## config.mk

```make
export PLATFORM = sky130hd
export DESIGN_NAME = cp_xfer_agen
export DESIGN_NICKNAME = d
export VERILOG_FILES = /design/src/rtl/cp_xfer_agen_pkg.sv /design/src/rtl/cp_xfer_agen_ctrl.sv /design/src/rtl/cp_xfer_agen_dp.sv /design/src/rtl/cp_xfer_agen.sv
export SDC_FILE = /design/constraint.sdc
export NUM_CORES = 1
export LEC_CHECK = 0
export ABC_CLOCK_PERIOD_IN_PS = 4280
export BUFFER_PORTS_ARGS = -buffer_cell sky130_fd_sc_hd__buf_2
export CORE_ASPECT_RATIO = 2
export CORE_MARGIN = 3
export CORE_UTILIZATION = 49
export DETAILED_ROUTE_END_ITERATION = 6
export PLACE_DENSITY = 0.8
export REMOVE_ABC_BUFFERS = 1
export SYNTH_ARGS = -nofsm -noshare
export SYNTH_HDL_FRONTEND = slang
export SYNTH_HIERARCHICAL = 1
export SYNTH_SLANG_ARGS = --single-unit
export TNS_END_PERCENT = 50
```

## constraint.sdc

```tcl
create_clock -name clk -period 4.28 [get_ports clk]
set_clock_uncertainty 0.1 [all_clocks]
set_input_delay 0.856 -clock clk [delete_from_list [all_inputs] [get_ports clk]]
set_output_delay 0.856 -clock clk [all_outputs]
set_load 0.01 [all_outputs]
```

## src/rtl/cp_xfer_agen_pkg.sv

```systemverilog
package cp_xfer_agen_pkg;
  // Strobes from control to datapath
  typedef struct packed {
    logic load;     // capture a new request
    logic selPc;    // base comes from instruction address
    logic advance;  // step to next word
  } agenStrb_t;

  typedef enum logic {
    ST_IDLE = 1'b0,
    ST_RUN  = 1'b1
  } agenState_t;
endpackage

```

## src/rtl/cp_xfer_agen_ctrl.sv

```systemverilog
module cp_xfer_agen_ctrl
  import cp_xfer_agen_pkg::*;
#(
  parameter int REG_W  = 4,
  parameter int CNT_W  = 5,
  parameter int PC_REG = 15
) (
  input  logic             clk,
  input  logic             rstN,
  input  logic             startValid,
  input  logic [REG_W-1:0] baseIdx,
  input  logic             wbReq,
  input  logic [CNT_W-1:0] wordCount,
  input  logic             memAck,
  input  logic             memAbort,
  output agenStrb_t        strb,
  output logic             busy,
  output logic             beatValid,
  output logic             done,
  output logic             wbValid,
  output logic             illegal
);
  localparam logic [REG_W-1:0] PC_IDX = REG_W'(PC_REG);
  localparam logic [CNT_W-1:0] ONE    = CNT_W'(1);

  agenState_t state;
  logic [CNT_W-1:0] remain;
  logic wbBitQ, doneQ, wbValidQ, illegalQ;

  logic startOk, isPcBase, badReq, beatEnd, lastBeat, finish;

  always_comb begin
    startOk  = startValid && (state == ST_IDLE);
    isPcBase = (baseIdx == PC_IDX);
    badReq   = startOk && isPcBase && wbReq;
    beatEnd  = (state == ST_RUN) && (memAck || memAbort);
    lastBeat = (remain == ONE);
    finish   = beatEnd && (memAbort || lastBeat);
    strb.load    = startOk && !badReq;
    strb.selPc   = isPcBase;
    strb.advance = beatEnd && !finish;
  end

  always_ff @(posedge clk) begin
    if (!rstN) begin
      state    <= ST_IDLE;
      remain   <= '0;
      wbBitQ   <= 1'b0;
      doneQ    <= 1'b0;
      wbValidQ <= 1'b0;
      illegalQ <= 1'b0;
    end else begin
      doneQ    <= finish;
      wbValidQ <= finish && wbBitQ;
      illegalQ <= badReq;
      if (strb.load) begin
        state  <= ST_RUN;
        remain <= (wordCount == '0) ? ONE : wordCount;
        wbBitQ <= wbReq;
      end else if (finish) begin
        state  <= ST_IDLE;
      end else if (strb.advance) begin
        remain <= remain - ONE;
      end
    end
  end

  assign busy      = (state == ST_RUN);
  assign beatValid = (state == ST_RUN);
  assign done      = doneQ;
  assign wbValid   = wbValidQ;
  assign illegal   = illegalQ;


  abort_ends_chk: assert property (@(posedge clk) disable iff (!rstN)
    beatValid && memAbort |=> done && !beatValid);


  wb_with_done_chk: assert property (@(posedge clk) disable iff (!rstN)
    wbValid |-> done);


  illegal_quiet_chk: assert property (@(posedge clk) disable iff (!rstN)
    illegal |-> !beatValid && !done && !wbValid);


  busy_ignore_chk: assert property (@(posedge clk) disable iff (!rstN)
    busy && startValid |=> !illegal);


  done_single_chk: assert property (@(posedge clk) disable iff (!rstN)
    done |=> !done);
endmodule

```

## src/rtl/cp_xfer_agen_dp.sv

```systemverilog
module cp_xfer_agen_dp
  import cp_xfer_agen_pkg::*;
#(
  parameter int ADDR_W   = 32,
  parameter int OFF_W    = 8,
  parameter int PC_AHEAD = 8
) (
  input  logic              clk,
  input  logic              rstN,
  input  agenStrb_t         strb,
  input  logic [ADDR_W-1:0] baseVal,
  input  logic [ADDR_W-1:0] instrAddr,
  input  logic [OFF_W-1:0]  offImm,
  input  logic              preIdx,
  input  logic              upDir,
  output logic [ADDR_W-1:0] curAddr,
  output logic [ADDR_W-1:0] newBase
);
  localparam int WORD_SHIFT = 2;
  localparam int STEP       = 1 << WORD_SHIFT;
  localparam int PAD_W      = ADDR_W - OFF_W - WORD_SHIFT;

  logic [ADDR_W-1:0] effBase, offBytes, modBase, firstAddr;

  always_comb begin
    effBase   = strb.selPc ? (instrAddr + ADDR_W'(PC_AHEAD)) : baseVal;
    offBytes  = {{PAD_W{1'b0}}, offImm, {WORD_SHIFT{1'b0}}};
    modBase   = upDir ? (effBase + offBytes) : (effBase - offBytes);
    firstAddr = preIdx ? modBase : effBase;
  end

  always_ff @(posedge clk) begin
    if (!rstN) begin
      curAddr <= '0;
      newBase <= '0;
    end else if (strb.load) begin
      curAddr <= firstAddr;
      newBase <= modBase;
    end else if (strb.advance) begin
      curAddr <= curAddr + ADDR_W'(STEP);
    end
  end


  low_bits_chk: assert property (@(posedge clk) disable iff (!rstN)
    strb.advance |=> curAddr[WORD_SHIFT-1:0] == $past(curAddr[WORD_SHIFT-1:0]));
endmodule

```

## src/rtl/cp_xfer_agen.sv

```systemverilog
module cp_xfer_agen
  import cp_xfer_agen_pkg::*;
#(
  parameter int ADDR_W   = 32,
  parameter int OFF_W    = 8,
  parameter int REG_W    = 4,
  parameter int CNT_W    = 5,
  parameter int PC_REG   = 15,
  parameter int PC_AHEAD = 8
) (
  input  logic              clk,
  input  logic              rstN,
  input  logic              startValid,
  input  logic [ADDR_W-1:0] baseVal,
  input  logic [REG_W-1:0]  baseIdx,
  input  logic [ADDR_W-1:0] instrAddr,
  input  logic [OFF_W-1:0]  offImm,
  input  logic              preIdx,
  input  logic              upDir,
  input  logic              wbReq,
  input  logic [CNT_W-1:0]  wordCount,
  input  logic              memAck,
  input  logic              memAbort,
  output logic              busy,
  output logic              beatValid,
  output logic [ADDR_W-1:0] beatAddr,
  output logic              done,
  output logic              wbValid,
  output logic [ADDR_W-1:0] wbData,
  output logic              illegal
);
  agenStrb_t strb;

  cp_xfer_agen_ctrl #(.REG_W(REG_W), .CNT_W(CNT_W), .PC_REG(PC_REG)) u_ctrl (
    .clk(clk), .rstN(rstN), .startValid(startValid), .baseIdx(baseIdx),
    .wbReq(wbReq), .wordCount(wordCount), .memAck(memAck), .memAbort(memAbort),
    .strb(strb), .busy(busy), .beatValid(beatValid), .done(done),
    .wbValid(wbValid), .illegal(illegal)
  );

  cp_xfer_agen_dp #(.ADDR_W(ADDR_W), .OFF_W(OFF_W), .PC_AHEAD(PC_AHEAD)) u_dp (
    .clk(clk), .rstN(rstN), .strb(strb), .baseVal(baseVal),
    .instrAddr(instrAddr), .offImm(offImm), .preIdx(preIdx), .upDir(upDir),
    .curAddr(beatAddr), .newBase(wbData)
  );


  addr_hold_chk: assert property (@(posedge clk) disable iff (!rstN)
    beatValid && !memAck && !memAbort |=> beatValid && $stable(beatAddr));


  addr_step_chk: assert property (@(posedge clk) disable iff (!rstN)
    beatValid && memAck && !memAbort |=>
      !beatValid || (beatAddr == $past(beatAddr) + ADDR_W'(4)));
endmodule

```

* Word level (Yosys, flattened, before mapping) *
Cells that the tools add are included.
W data, S select, Z words.

word-level totals
  output and inout bits = 69
  bits in registers = 74

operators by class
  reductions and logical operators = 16
  multiplexer cells = 11
  bitwise logic cells = 1
  add/sub/neg operators = 5
  equality and inequality tests = 3

operators by type and width
  operator                 number
  $mux W32                 5
  $add A32 B10 Y32         1
  $add A32 B3 Y32 const B  1
  $add A32 B4 Y32 const B  1
  $sub A32 B10 Y32         1
  $mux W5                  4
  $logic_and A1 B1 Y1      8
  $eq A5 B1 Y1 const B     1
  $logic_not A5 Y1         1
  $sub A5 B1 Y5 const B    1
  $eq A4 B4 Y1 const B     1
  $reduce_bool A2 Y1       2
  $logic_not A1 Y1         2
  $logic_or A1 B1 Y1       2
  $mux W1                  2
  $ne A2 B2 Y1 const B     1
  $reduce_and A2 Y1        1
  $not A1 Y1               1

* Longest topological paths before layout *
  depth after elaboration = 8
  gate-level depth with buffers = 18
  mapped depth without buffers = 18

* Modules after synthesis *
The synthesis kept the hierarchy.

modules (own cells, without submodules)
  module             area each (µm²)  cells each  times used
  cp_xfer_agen_dp    5700.5           756         1
  cp_xfer_agen_ctrl  566.8            62          1

* Least setup slack after synthesis *
Ideal clock, no wire load.

  path type = input-to-reg
  start = input offImm[3]
  end = register u_dp.curAddr[31]
  stages = 16
  buffers on the path = 0
  arrival = 4030 ps
  library setup time = 145 ps
  data required time = 4035 ps
  setup slack = 5 ps
  cells stage by stage = nor2_1 -> nor4b_1 -> nor3b_1 -> ha_1 -> mux2_2 -> ha_1 -> nand2_1 -> o21ai_1 -> a211o_1 -> o221ai_4 -> o21ai_2 -> a21bo_1 -> a21o_1 -> a21oi_2 -> xnor2_1 -> a31oi_1

between the ends
  longest elaborated chain between the ends = 4
  elaborated cells between the ends (all ways) = 5
  classes of those cells = add/sub: 2; mux: 3

RTL lines
  element                                                      line                   source
  start: declaration                                           cp_xfer_agen.sv:17     input logic [OFF_W-1:0] offImm,
  $sub A32 B10 Y32 / $add A32 B10 Y32 (equally long branches)  cp_xfer_agen_dp.sv:28  modBase = upDir ? (effBase + offBytes) : (effBase - offBytes);
  $mux W32 *                                                   cp_xfer_agen_dp.sv:28
  $mux W32 *                                                   cp_xfer_agen_dp.sv:29  firstAddr = preIdx ? modBase : effBase;
  $mux W32 *                                                   cp_xfer_agen_dp.sv:36  end else if (strb.load) begin
  end signal: assignment                                       cp_xfer_agen_dp.sv:37  curAddr <= firstAddr;
  end signal: assignment                                       cp_xfer_agen_dp.sv:40  curAddr <= curAddr + ADDR_W'(STEP);
  end: declaration                                             cp_xfer_agen_dp.sv:16  output logic [ADDR_W-1:0] curAddr,

Mark *: on every way between the ends. The rest lies on a longest branch, timed or not.
A chain may end at the register's enable or synchronous reset.

* Worst setup path after layout *
  start = input offImm[3]
  end = register u_dp.curAddr[15]

Same word-level chain as after synthesis.

==> results.yml <==
drt:
  first_pass_iters: 5
  wl_per_cell_um: 19.0
  drc_errors: 0
  viasPerCell: 5.82
  ant_nets: 0
  vias: 7170
  drt_iter0_markers: 392
  routed_wl_mm: 23.4
placed_design:
  port_buffers: 157
  placed_cell_area_sq_um: 8100
  dp.final_hpwl_mm: 18.3
  place.gp.congestion: 1.05
floorplanning:
  fp.dieH_um: 166
  die_x_um: 86.0
  dieArea_sq_um: 14300
  initial_utilization: 0.508
  io-pin-count: 158
  core.rowCount: 57
  coreArea_sq_um: 12300
layout:
  nNetsFinal: 1204
  final_common_cell: "buf_2"
  fill_cells: 1037
  regArea_sq_um: 1480
  syn_to_final_growth_pct: 34.8
  n_antenna_cell: 0
  drive_above_1_share: 0.319
  multiInputGateArea_sq_um: 4570
  final_area_sq_um: 8450
  final_cell_mix: "buf_2, buf_4, nor2_1"
synthesis:
  ys.flop_type: "dfxtp_1"
  synth_area_sq_um: 6270
  synth_top_family_by_area: "simple AND/OR/NAND/NOR gates"
  synth_top_cell_by_area: "dfxtp_1"
  synth_xor_area_frac: 0.122
  yosysWarningCount: 6
  synth_cell_types: 68
  synth_edf_count: 0
  synth_seq_cells: 74
  synthAdderAreaFrac: 0.0731
  async_reset_ff_frac: 0
  avgSynthCellArea_sq_um: 7.66
  synth-compound-area-share: 0.215
  synthMuxAreaShare: 0.0904
  ys_seq_area_frac: 0.236
  synth_area_leaders: "dfxtp_1, mux2i_1, ha_1, a21oi_1, nor2_1"
  synth_cells: 818
  synth-simple-area-share: 0.224
  synth_top_area_share: 0.236
timing:
  period_minus_slack_ns: 4.09
  slew_viol_final: 0
  max_freq_ghz: 0.244
  hold_viol: 0
  hold_slack_ns: 0.350
  post-route-period-util: 0.956
  tns_ns: 0
  setup_viol: 0
  worst_slew_pin_slew_ns: 0.722
  timing.slew.headroom: 0.518
  rsz0062_at_grt: "false"
clocking:
  cts_max_path_buffers: 2
  cts_tree: "built"
  clock_latency_ns: 0.35
  clk_pin_slew_worst_paths_ns: 0.06
  cts-root-buf: "clkbuf_16"
  cts_hold_buf: 0
  clock_sinks: 74
  cts_made_buffers: 9
  htreeDepth: 3
setup_path:
  cp-end-kind: "register"
  crit_arrival_ns: 4.25
  critPathBufInv: 4
  crit_chain: "buf_2, nor2_1, nor4b_1, buf_4, nor3b_1, ha_1, mux2_2, ha_1, and3_2, nand2_1, a211oi_2, o221ai_4, buf_4, nand2_1, buf_4, xor2_1, mux2i_1, a21oi_1"
  crit_path_start_kind: "input pin"
  slowest_stage: "ha_1"
  cp_slowest_stage_delay_ns: 0.33
  worstSetupPathType: "in -> reg"
  critPathTopFamily: "simple AND/OR/NAND/NOR gates"
  path_max_fanout: 4
  required_ns: 4.44
  crit_path_frequent_cell: "buf_4"
pwr:
  power_leakage_nw: 3.99
  total_power_w: 0.00270
  vdd_ir_drop_max_uv: 225
  pwr_density_cell_nw_per_um2: 320
outcome:
  status: "finished, final reports clean"
flow_run:
  maxCapViolCount: 0
global_routing:
  grt_max_degree: 63
  grt-ovfl-total: 0
  track_usage: 0.329
  antenna_found_initial: 0
  grt_pass1_wl_mm: 36.8
  grt_pass1_vias: 7397
hold_path:
  hold_class: "reg -> reg"
==> timing repair <==
action / in CTS / in global routing
setup endpoints to repair: 0 / 9
setup buffers: 0 / 0
gates resized for setup: 0 / 11
==> power breakdown <==
part           leakage [nW]  switching (W)  internal, W
clock network         0.146       0.000333     0.000474
registers             0.611      0.0000637     0.000765
logic                  3.23       0.000575     0.000492
total                  3.99       0.000972      0.00173
==> worst register-to-register path, stage by stage (launching register included) <==
cell and delay (ns):
dfxtp_1 0.36, inv_1 0.08, ha_1 0.20, nor4b_4 0.16, nor2_2 0.10, buf_4 0.22
nand3_1 0.26, nor4_1 0.69, nand3_1 0.18, xnor2_1 0.16, o21ai_0 0.14, a21oi_1 0.06
==> metrics by stage <==
step / cells / worst slack, ns / utilization
floorplan: 777 / -0.573 / -
global placement: 1215 / -0.103 / 0.657
detailed placement: 1215 / -0.176 / 0.657
CTS: 1231 / 0.185 / 0.682
global route: 1231 / 0.0312 / 0.685
finish: 1231 / 0.189 / 0.685
==> cell families after synthesis <==
| logic type | count (synthesis) |
|---|---|
| simple gates | 294 |
| compound gates | 208 |
| xor+xnor | 87 |
| flops | 74 |
| buf+inv | 63 |
| mux | 56 |
| fa+ha+maj | 36 |
==> registers in the layout, summed over array words and instances, names as in the netlist <==
signal            flops
u_dp/newBase         32
u_ctrl/done           1
u_ctrl/remain         5
u_ctrl/wbValid        1
u_ctrl/illegal        1
u_ctrl/beatValid      1
u_dp/curAddr         32
u_ctrl/wbBitQ         1
==> per-layer routing <==
| metal | up-vias | share of wire | GRT usage |
|---|---|---|---|
| met2 | 334 | 0.53 | 0.602 |
| met5 | - | 0 | 0 |
| met3 | 118 | 0.057 | 0.0516 |
| li1 | 3426 | - | - |
| met1 | 3292 | 0.33 | 0.315 |
| met4 | 0 | 0.086 | 0.249 |
==> worst paths after layout <==
path	to	cells past startpoint	slack [ns]	startpoint
hold reg to reg	u_dp/curAddr[0]$_SDFFE_PN0P_	1	0.35	u_dp/curAddr[0]$_SDFFE_PN0P_
setup / recovery	u_dp/curAddr[15]$_SDFFE_PN0N_	18	0.19	offImm[3]
hold / removal	u_dp/curAddr[0]$_SDFFE_PN0P_	1	0.35	u_dp/curAddr[0]$_SDFFE_PN0P_
setup reg to reg	u_dp/curAddr[21]$_SDFFE_PN0N_	11	1.44	u_ctrl/remain[1]$_SDFFE_PN0P_
==> layout make-up <==
class                   count  area share
clock inverters             6     0.00844
multi-input cells         681       0.541
repair buffers            291       0.215
inverters                  22     0.00977
clock buffers              10      0.0283
flip-flops and latches     74       0.175
well taps                 147      0.0218
==> Yosys cell counts, types with 2 or more instances <==
library cell    n
o21ai_1         3
buf_4           3
a21o_1         12
mux2i_1        51
a221oi_1        2
a211oi_2        2
a21oi_1        85
a21oi_2         3
nor2_1        111
nor3_2          3
nor3b_1         3
o221ai_1        3
mux2_2          5
ha_1           35
nand3b_1        4
o21ai_0        36
nand2b_1        6
xor2_1         42
inv_1          22
nand3_1        25
and3_1          9
nor3_1         12
and4_1          3
nand4_1        22
o21a_1         11
nand2_1        68
nor4_1          3
dfxtp_1        74
a211o_1         2
and2_1          6
a31oi_1         2
o211a_1         3
o22ai_1         4
buf_2           2
o31ai_1         2
xnor2_1        45
a211oi_1       14
buf_1           4
o21bai_1        4
clkbuf_1       32
nor2_2          2
nor2b_1         9
and3_2          2
o211ai_1        3
No activity file was read; power rests on OpenSTA's default activity.
